===== config.mk =====
export PLATFORM = sky130hd
export DESIGN_NAME = wbuf_read_bypass
export DESIGN_NICKNAME = d
export VERILOG_FILES = /design/src/rtl/wbq_pkg.sv /design/src/rtl/wbq_store_fifo.sv /design/src/rtl/wbq_ctrl.sv /design/src/rtl/wbuf_read_bypass.sv
export SDC_FILE = /design/constraint.sdc
export NUM_CORES = 1
export LEC_CHECK = 0
export ABC_AREA = 1
export CELL_PAD_IN_SITES_DETAIL_PLACEMENT = 1
export CELL_PAD_IN_SITES_GLOBAL_PLACEMENT = 2
export CORE_MARGIN = 4
export CORE_UTILIZATION = 34
export DETAILED_ROUTE_END_ITERATION = 10
export PLACE_DENSITY_LB_ADDON = 0.2
export SYNTH_ARGS = -nofsm -noshare
export SYNTH_HDL_FRONTEND = slang
export SYNTH_HIERARCHICAL = 1
export SYNTH_SLANG_ARGS = --single-unit

===== constraint.sdc =====
create_clock -name clk -period 12.2 [get_ports clk]
set_input_delay 3.66 -clock clk [delete_from_list [all_inputs] [get_ports clk]]
set_output_delay 3.66 -clock clk [all_outputs]
set_load 0.005 [all_outputs]

===== src/rtl/wbq_pkg.sv =====
package wbq_pkg;
    typedef enum logic [1:0] {
        RS_IDLE  = 2'd0,
        RS_HOLD  = 2'd1,
        RS_ISSUE = 2'd2,
        RS_WAIT  = 2'd3
    } rd_state_e;
endpackage


===== src/rtl/wbq_store_fifo.sv =====
module wbq_store_fifo #(
    parameter int DEPTH = 4,
    parameter int AW    = 30,
    parameter int DW    = 32
) (
    input  logic          clk,
    input  logic          rst_n,
    input  logic          push,
    input  logic [AW-1:0] push_addr,
    input  logic [DW-1:0] push_data,
    input  logic          pop,
    input  logic [AW-1:0] look_addr,
    output logic          full,
    output logic          empty,
    output logic [AW-1:0] head_addr,
    output logic [DW-1:0] head_data,
    output logic          hit,
    output logic [DW-1:0] hit_data
);
    localparam int PTR_W = $clog2(DEPTH);

    logic [DEPTH-1:0] vld_q;
    logic [PTR_W-1:0] head_q, tail_q;
    logic [AW-1:0]    addr_q [DEPTH];
    logic [DW-1:0]    data_q [DEPTH];

    assign full      = &vld_q;
    assign empty     = ~|vld_q;
    assign head_addr = addr_q[head_q];
    assign head_data = data_q[head_q];

    always_ff @(posedge clk) begin
        if (!rst_n) begin
            vld_q  <= '0;
            head_q <= '0;
            tail_q <= '0;
        end else begin
            if (push) begin
                vld_q[tail_q] <= 1'b1;
                tail_q        <= tail_q + 1'b1;
            end
            if (pop) begin
                vld_q[head_q] <= 1'b0;
                head_q        <= head_q + 1'b1;
            end
        end
    end

    always_ff @(posedge clk) begin
        if (push) begin
            addr_q[tail_q] <= push_addr;
            data_q[tail_q] <= push_data;
        end
    end

    // Walk from oldest to youngest; a later match overrides an earlier one.
    always_comb begin
        logic [PTR_W-1:0] slot;
        hit      = 1'b0;
        hit_data = '0;
        for (int k = 0; k < DEPTH; k++) begin
            slot = head_q + PTR_W'(k);
            if (vld_q[slot] && addr_q[slot] == look_addr) begin
                hit      = 1'b1;
                hit_data = data_q[slot];
            end
        end
    end

    assert_pop_nonempty_R2: assert property (@(posedge clk) disable iff (!rst_n)
        pop |-> !empty);

    assert_no_overflow_R3: assert property (@(posedge clk) disable iff (!rst_n)
        (push && !pop) |=> ($countones(vld_q) == $past($countones(vld_q)) + 1));
endmodule


===== src/rtl/wbq_ctrl.sv =====
module wbq_ctrl
    import wbq_pkg::*;
(
    input  logic clk,
    input  logic rst_n,
    input  logic rd_req,
    input  logic chk_mode,
    input  logic buf_hit,
    input  logic buf_empty,
    input  logic mem_gnt,
    input  logic mem_rvalid,
    output logic issue_rd,
    output logic drain_req,
    output logic fwd_hit,
    output logic mem_done,
    output logic rs_idle
);
    rd_state_e state_q, state_d;
    logic      read_clear;

    always_ff @(posedge clk) begin
        if (!rst_n) state_q <= RS_IDLE;
        else        state_q <= state_d;
    end

    always_comb begin
        state_d    = state_q;
        issue_rd   = 1'b0;
        fwd_hit    = 1'b0;
        mem_done   = 1'b0;
        rs_idle    = 1'b0;
        read_clear = chk_mode ? !buf_hit : buf_empty;
        unique case (state_q)
            RS_IDLE: begin
                rs_idle = 1'b1;
                if (rd_req) begin
                    if (chk_mode && buf_hit) begin
                        fwd_hit = 1'b1;
                    end else if (read_clear) begin
                        issue_rd = 1'b1;
                        state_d  = mem_gnt ? RS_WAIT : RS_ISSUE;
                    end else begin
                        state_d = RS_HOLD;
                    end
                end
            end
            RS_HOLD: begin
                if (buf_empty) begin
                    issue_rd = 1'b1;
                    state_d  = mem_gnt ? RS_WAIT : RS_ISSUE;
                end
            end
            RS_ISSUE: begin
                issue_rd = 1'b1;
                if (mem_gnt) state_d = RS_WAIT;
            end
            RS_WAIT: begin
                if (mem_rvalid) begin
                    mem_done = 1'b1;
                    state_d  = RS_IDLE;
                end
            end
            default: state_d = RS_IDLE;
        endcase
        drain_req = !buf_empty && !issue_rd && (state_q != RS_WAIT);
    end

    assert_hold_until_grant_R8: assert property (@(posedge clk) disable iff (!rst_n)
        (issue_rd && !mem_gnt) |=> issue_rd);
endmodule


===== src/rtl/wbuf_read_bypass.sv =====
module wbuf_read_bypass #(
    parameter int DEPTH = 4,
    parameter int AW    = 30,
    parameter int DW    = 32
) (
    input  logic          clk,
    input  logic          rst_n,
    input  logic          chk_mode,
    input  logic          st_valid,
    input  logic [AW-1:0] st_addr,
    input  logic [DW-1:0] st_data,
    output logic          st_stall,
    input  logic          rd_req,
    input  logic [AW-1:0] rd_addr,
    output logic          rd_done,
    output logic          rd_from_buf,
    output logic [DW-1:0] rd_data,
    output logic          mem_req,
    output logic          mem_we,
    output logic [AW-1:0] mem_addr,
    output logic [DW-1:0] mem_wdata,
    input  logic          mem_gnt,
    input  logic          mem_rvalid,
    input  logic [DW-1:0] mem_rdata
);
    logic          buf_full, buf_empty, buf_hit;
    logic [AW-1:0] head_addr;
    logic [DW-1:0] head_data, hit_data;
    logic          issue_rd, drain_req, fwd_hit, mem_done, rs_idle;
    logic          do_push, do_pop;

    assign st_stall = buf_full;
    assign do_push  = st_valid && !buf_full;
    assign do_pop   = drain_req && mem_gnt;

    wbq_store_fifo #(.DEPTH(DEPTH), .AW(AW), .DW(DW)) u_fifo (
        .clk       (clk),
        .rst_n     (rst_n),
        .push      (do_push),
        .push_addr (st_addr),
        .push_data (st_data),
        .pop       (do_pop),
        .look_addr (rd_addr),
        .full      (buf_full),
        .empty     (buf_empty),
        .head_addr (head_addr),
        .head_data (head_data),
        .hit       (buf_hit),
        .hit_data  (hit_data)
    );

    wbq_ctrl u_ctrl (
        .clk        (clk),
        .rst_n      (rst_n),
        .rd_req     (rd_req),
        .chk_mode   (chk_mode),
        .buf_hit    (buf_hit),
        .buf_empty  (buf_empty),
        .mem_gnt    (mem_gnt),
        .mem_rvalid (mem_rvalid),
        .issue_rd   (issue_rd),
        .drain_req  (drain_req),
        .fwd_hit    (fwd_hit),
        .mem_done   (mem_done),
        .rs_idle    (rs_idle)
    );

    assign mem_req     = issue_rd || drain_req;
    assign mem_we      = !issue_rd;
    assign mem_addr    = issue_rd ? rd_addr : head_addr;
    assign mem_wdata   = head_data;
    assign rd_done     = fwd_hit || mem_done;
    assign rd_from_buf = fwd_hit;
    assign rd_data     = fwd_hit ? hit_data : mem_rdata;

    assert_read_first_R4: assert property (@(posedge clk) disable iff (!rst_n)
        (rd_req && chk_mode && !buf_hit && rs_idle) |-> (mem_req && !mem_we));

    assert_fwd_no_mem_R5: assert property (@(posedge clk) disable iff (!rst_n)
        rd_from_buf |-> !(mem_req && !mem_we));

    assert_wait_empty_R7: assert property (@(posedge clk) disable iff (!rst_n)
        (mem_req && !mem_we && !chk_mode && !$past(mem_req && !mem_we)) |-> buf_empty);

    assert_read_held_R8: assert property (@(posedge clk) disable iff (!rst_n)
        (mem_req && !mem_we && !mem_gnt) |=> (mem_req && !mem_we));
endmodule


==> flow_summary.yaml <==
pwr:
  total_leakage_power_nw: 9.89
  power_density_mw_per_mm2: 179
  power.switching_mw: 1.84
  ir_worst_vdd_mv: 0.110
  swShare_pct: 44.5
  power_frac_seq_pct: 26.3
  intPower_mw: 2.29
  p_comb_share_pct: 49.8
  p_clk_share_pct: 23.8
  p_total_mw: 4.13
floorplan:
  die_area_mm2: 0.0611
  io_pins: 230
  fp.dieW_um: 247
  core_mm2: 0.0565
  start_util_pct: 34.4
  die_h_um: 247
  core.rowCount: 87
drt:
  vias: 20300
  first_pass_iters: 5
  drt_iter0_markers: 1442
  ant_nets: 0
  routed_wl_um: 83500
  remaining_drc_errors: 0
  via_per_inst: 5.42
  post_drt_wl_per_cell_um: 22.3
sta:
  slew_violations: 0
  setup_viol: 0
  fin_crit_sh_pct: 91.8
  fin_skew_ns: 0.0404
  max_slew_margin_pct: 29.4
  fin_crit_ns: 11.20
  tightest_slew_ns: 1.06
  final.setup.tns_ns: 0
  rsz0062_at_grt: "no"
  hold_violations: 0
  max_freq_mhz: 89.3
hold_path:
  min_path_type: "flip-flop to flip-flop"
  min_path_cells: 2
worst_setup_path:
  crit_arrival_ns: 7.54
  crit_path_end_kind: "output pin"
  reg2reg_depth: 22
  critical_path.max_fanout: 31
  critPathRequiredTime_ns: 8.54
  crit_type: "input pin to output pin"
  start_kind: "input pin"
  reg2reg_slack_ns: 6.32
clock_network:
  cts_tree: "yes"
  htreeDepth: 2
  ctsResizeCount: 0
  clkSlewWorstSetupHoldPaths_ns: 0.06
  clock_path_buffers: 3
  clock_sinks: 260
  holdBufCountCts: 0
  post_cts_buffers: 0
  root_buffer: "clkbuf_16"
  cts_buffers: 34
  clock_latency_ns: 0.56
cells_and_area:
  layout_common_cells: "nand2_1 (1156), nand3_1 (350), edfxtp_1 (248), clkdlybuf4s50_1 (229), o21ai_0 (223)"
  multi_input_area_mm2: 0.0101
  fin_cells: 3743
  fillCellCount: 7158
  nNetsFinal: 3104
  final_common_cell: "nand2_1"
  seqCellArea_mm2: 0.00770
  drive_gt1_share_pct: 3.95
  syn_to_final_growth_pct: 18.5
place:
  place_hpwl_um: 56500
  port_buffers: 229
  dp_cells: 3679
  routabilityCongestion: 0.978
grt:
  first_global_vias: 20700
  antenna_found_initial: 5
  grt_pass1_wl_um: 126000
  overflow: 0
  grt_max_degree: 223
  gr-usage-all-layers_pct: 26.8
run_status:
  status: "finished clean"
flow_run:
  max_cap_violations: 0
yosys:
  synthTopCellsByArea: "edfxtp_1 (38%), nand2_1 (22%), nand3_1 (9.0%)"
  avgSynthCellArea_um2: 6.83
  yosys_warnings: 6
  synthDistinctLibCells: 36
  syn_area_mm2: 0.0194
  yosysTopAreaCell: "edfxtp_1"
  netlist.area_leader.share_pct: 38.3
  async_reset_ff_share_pct: 0
  synthCells: 2846
  ys_ff_latch: 260
  seq_area_frac_synth_pct: 39.5
  synth_nets: 2991
  synth_edf_count: 248
  ys.flop_type: "edfxtp_1"
-- worst paths after layout --
kind,start,end
setup / recovery,rd_addr[17],mem_addr[17]
hold / removal,u_fifo/vld_q[1],u_fifo/vld_q[1]
setup reg to reg,u_fifo/head_q[1],flip-flop
hold reg to reg,u_fifo/vld_q[1],u_fifo/vld_q[1]
-- cell usage after synthesis (4+ instances only) --
cell / number
buf_4: 20
buf_1: 9
nor2_1: 206
dfxtp_1: 12
inv_2: 10
nand2_2: 8
buf_6: 23
nand4_1: 16
mux2i_1: 32
inv_1: 180
edfxtp_1: 248
o21ai_0: 223
ha_1: 14
o22ai_1: 35
nand3_1: 350
o211ai_1: 36
or2_2: 4
a21oi_1: 73
o21ai_1: 11
clkbuf_1: 62
buf_2: 60
xor2_1: 33
nand2_1: 1157
-- metal layers --
metal,vias up,wire [µm],GRT usage [%]
met5,-,41,0
met4,6,1850,6.86
met3,108,4470,3.22
met2,521,39300,44.9
met1,10100,37900,36.8
li1,9587,-,-
-- flip-flops by register name (all words and copies together), names as in the netlist, named ones only --
| name | count |
|---|---|
| u_fifo/addr_q | 120 |
| u_fifo/data_q | 128 |
| u_fifo/tail_q | 2 |
| u_ctrl/state_q | 2 |
| u_fifo/head_q | 2 |
| u_fifo/vld_q | 4 |
-- logic make-up after synthesis --
family / Yosys count / share of synthesized area [%]
AND/OR/NAND/NOR: 1758 / 37.1
AO/OA/AOI/OAI: 383 / 10.6
buffers and inverters: 365 / 8.70
flip-flops: 260 / 39.5
XOR/XNOR: 34 / 1.53
multiplexers: 32 / 1.65
adder cells (fa/ha/maj): 14 / 0.901
-- power groups by stage --
stage | Clock [mW] | Combinational (mW) | Sequential (mW)
global route | 1.05 | 2.25 | 1.09
CTS | 1.01 | 2.05 | 1.09
floorplan | 0 | 1.22 | 1.06
finish | 0.986 | 2.06 | 1.09
global placement | 0 | 2.00 | 1.11
detailed placement | 0 | 2.03 | 1.11
-- metrics by stage --
step | instance area, µm² | hold WS [ns] | setup slack (ns) | utilization, %
2_1_floorplan | 19400 | 0.493 | 2.93 | -
3_3_place_gp | 22000 | 0.512 | 1.12 | 38.9
3_5_place_dp | 22000 | 0.528 | 1.08 | 38.9
4_1_cts | 23000 | 0.540 | 1.06 | 40.8
5_1_grt | 23000 | 0.575 | 0.777 | 40.8
6_report | 23000 | 0.543 | 0.999 | 40.8
-- critical path, stage by stage --
cell	delay (ns)
clkdlybuf4s50_1	0.82
inv_1	0.12
nand3_1	0.14
nand3_1	0.10
nor2_1	0.09
nand2_1	0.14
nor2_8	0.39
nand2_4	0.09
nand3_1	0.15
nand2_2	0.12
nand4_1	0.19
a31oi_4	0.12
inv_2	0.55
nand2_1	0.11
nand2_1	0.20
clkdlybuf4s50_1	0.55
-- area by class of cell --
cell class	count	share of cell area (%)
multi-input combinational	2221	43.9
sequential	260	33.4
timing repair buffer	251	10.7
tap	756	4.10
clock buffer	42	4.00
inverter	191	3.15
clock inverter	20	0.711
antenna	2	0.0217
Note: power is estimated with default switching activity, not from simulation.
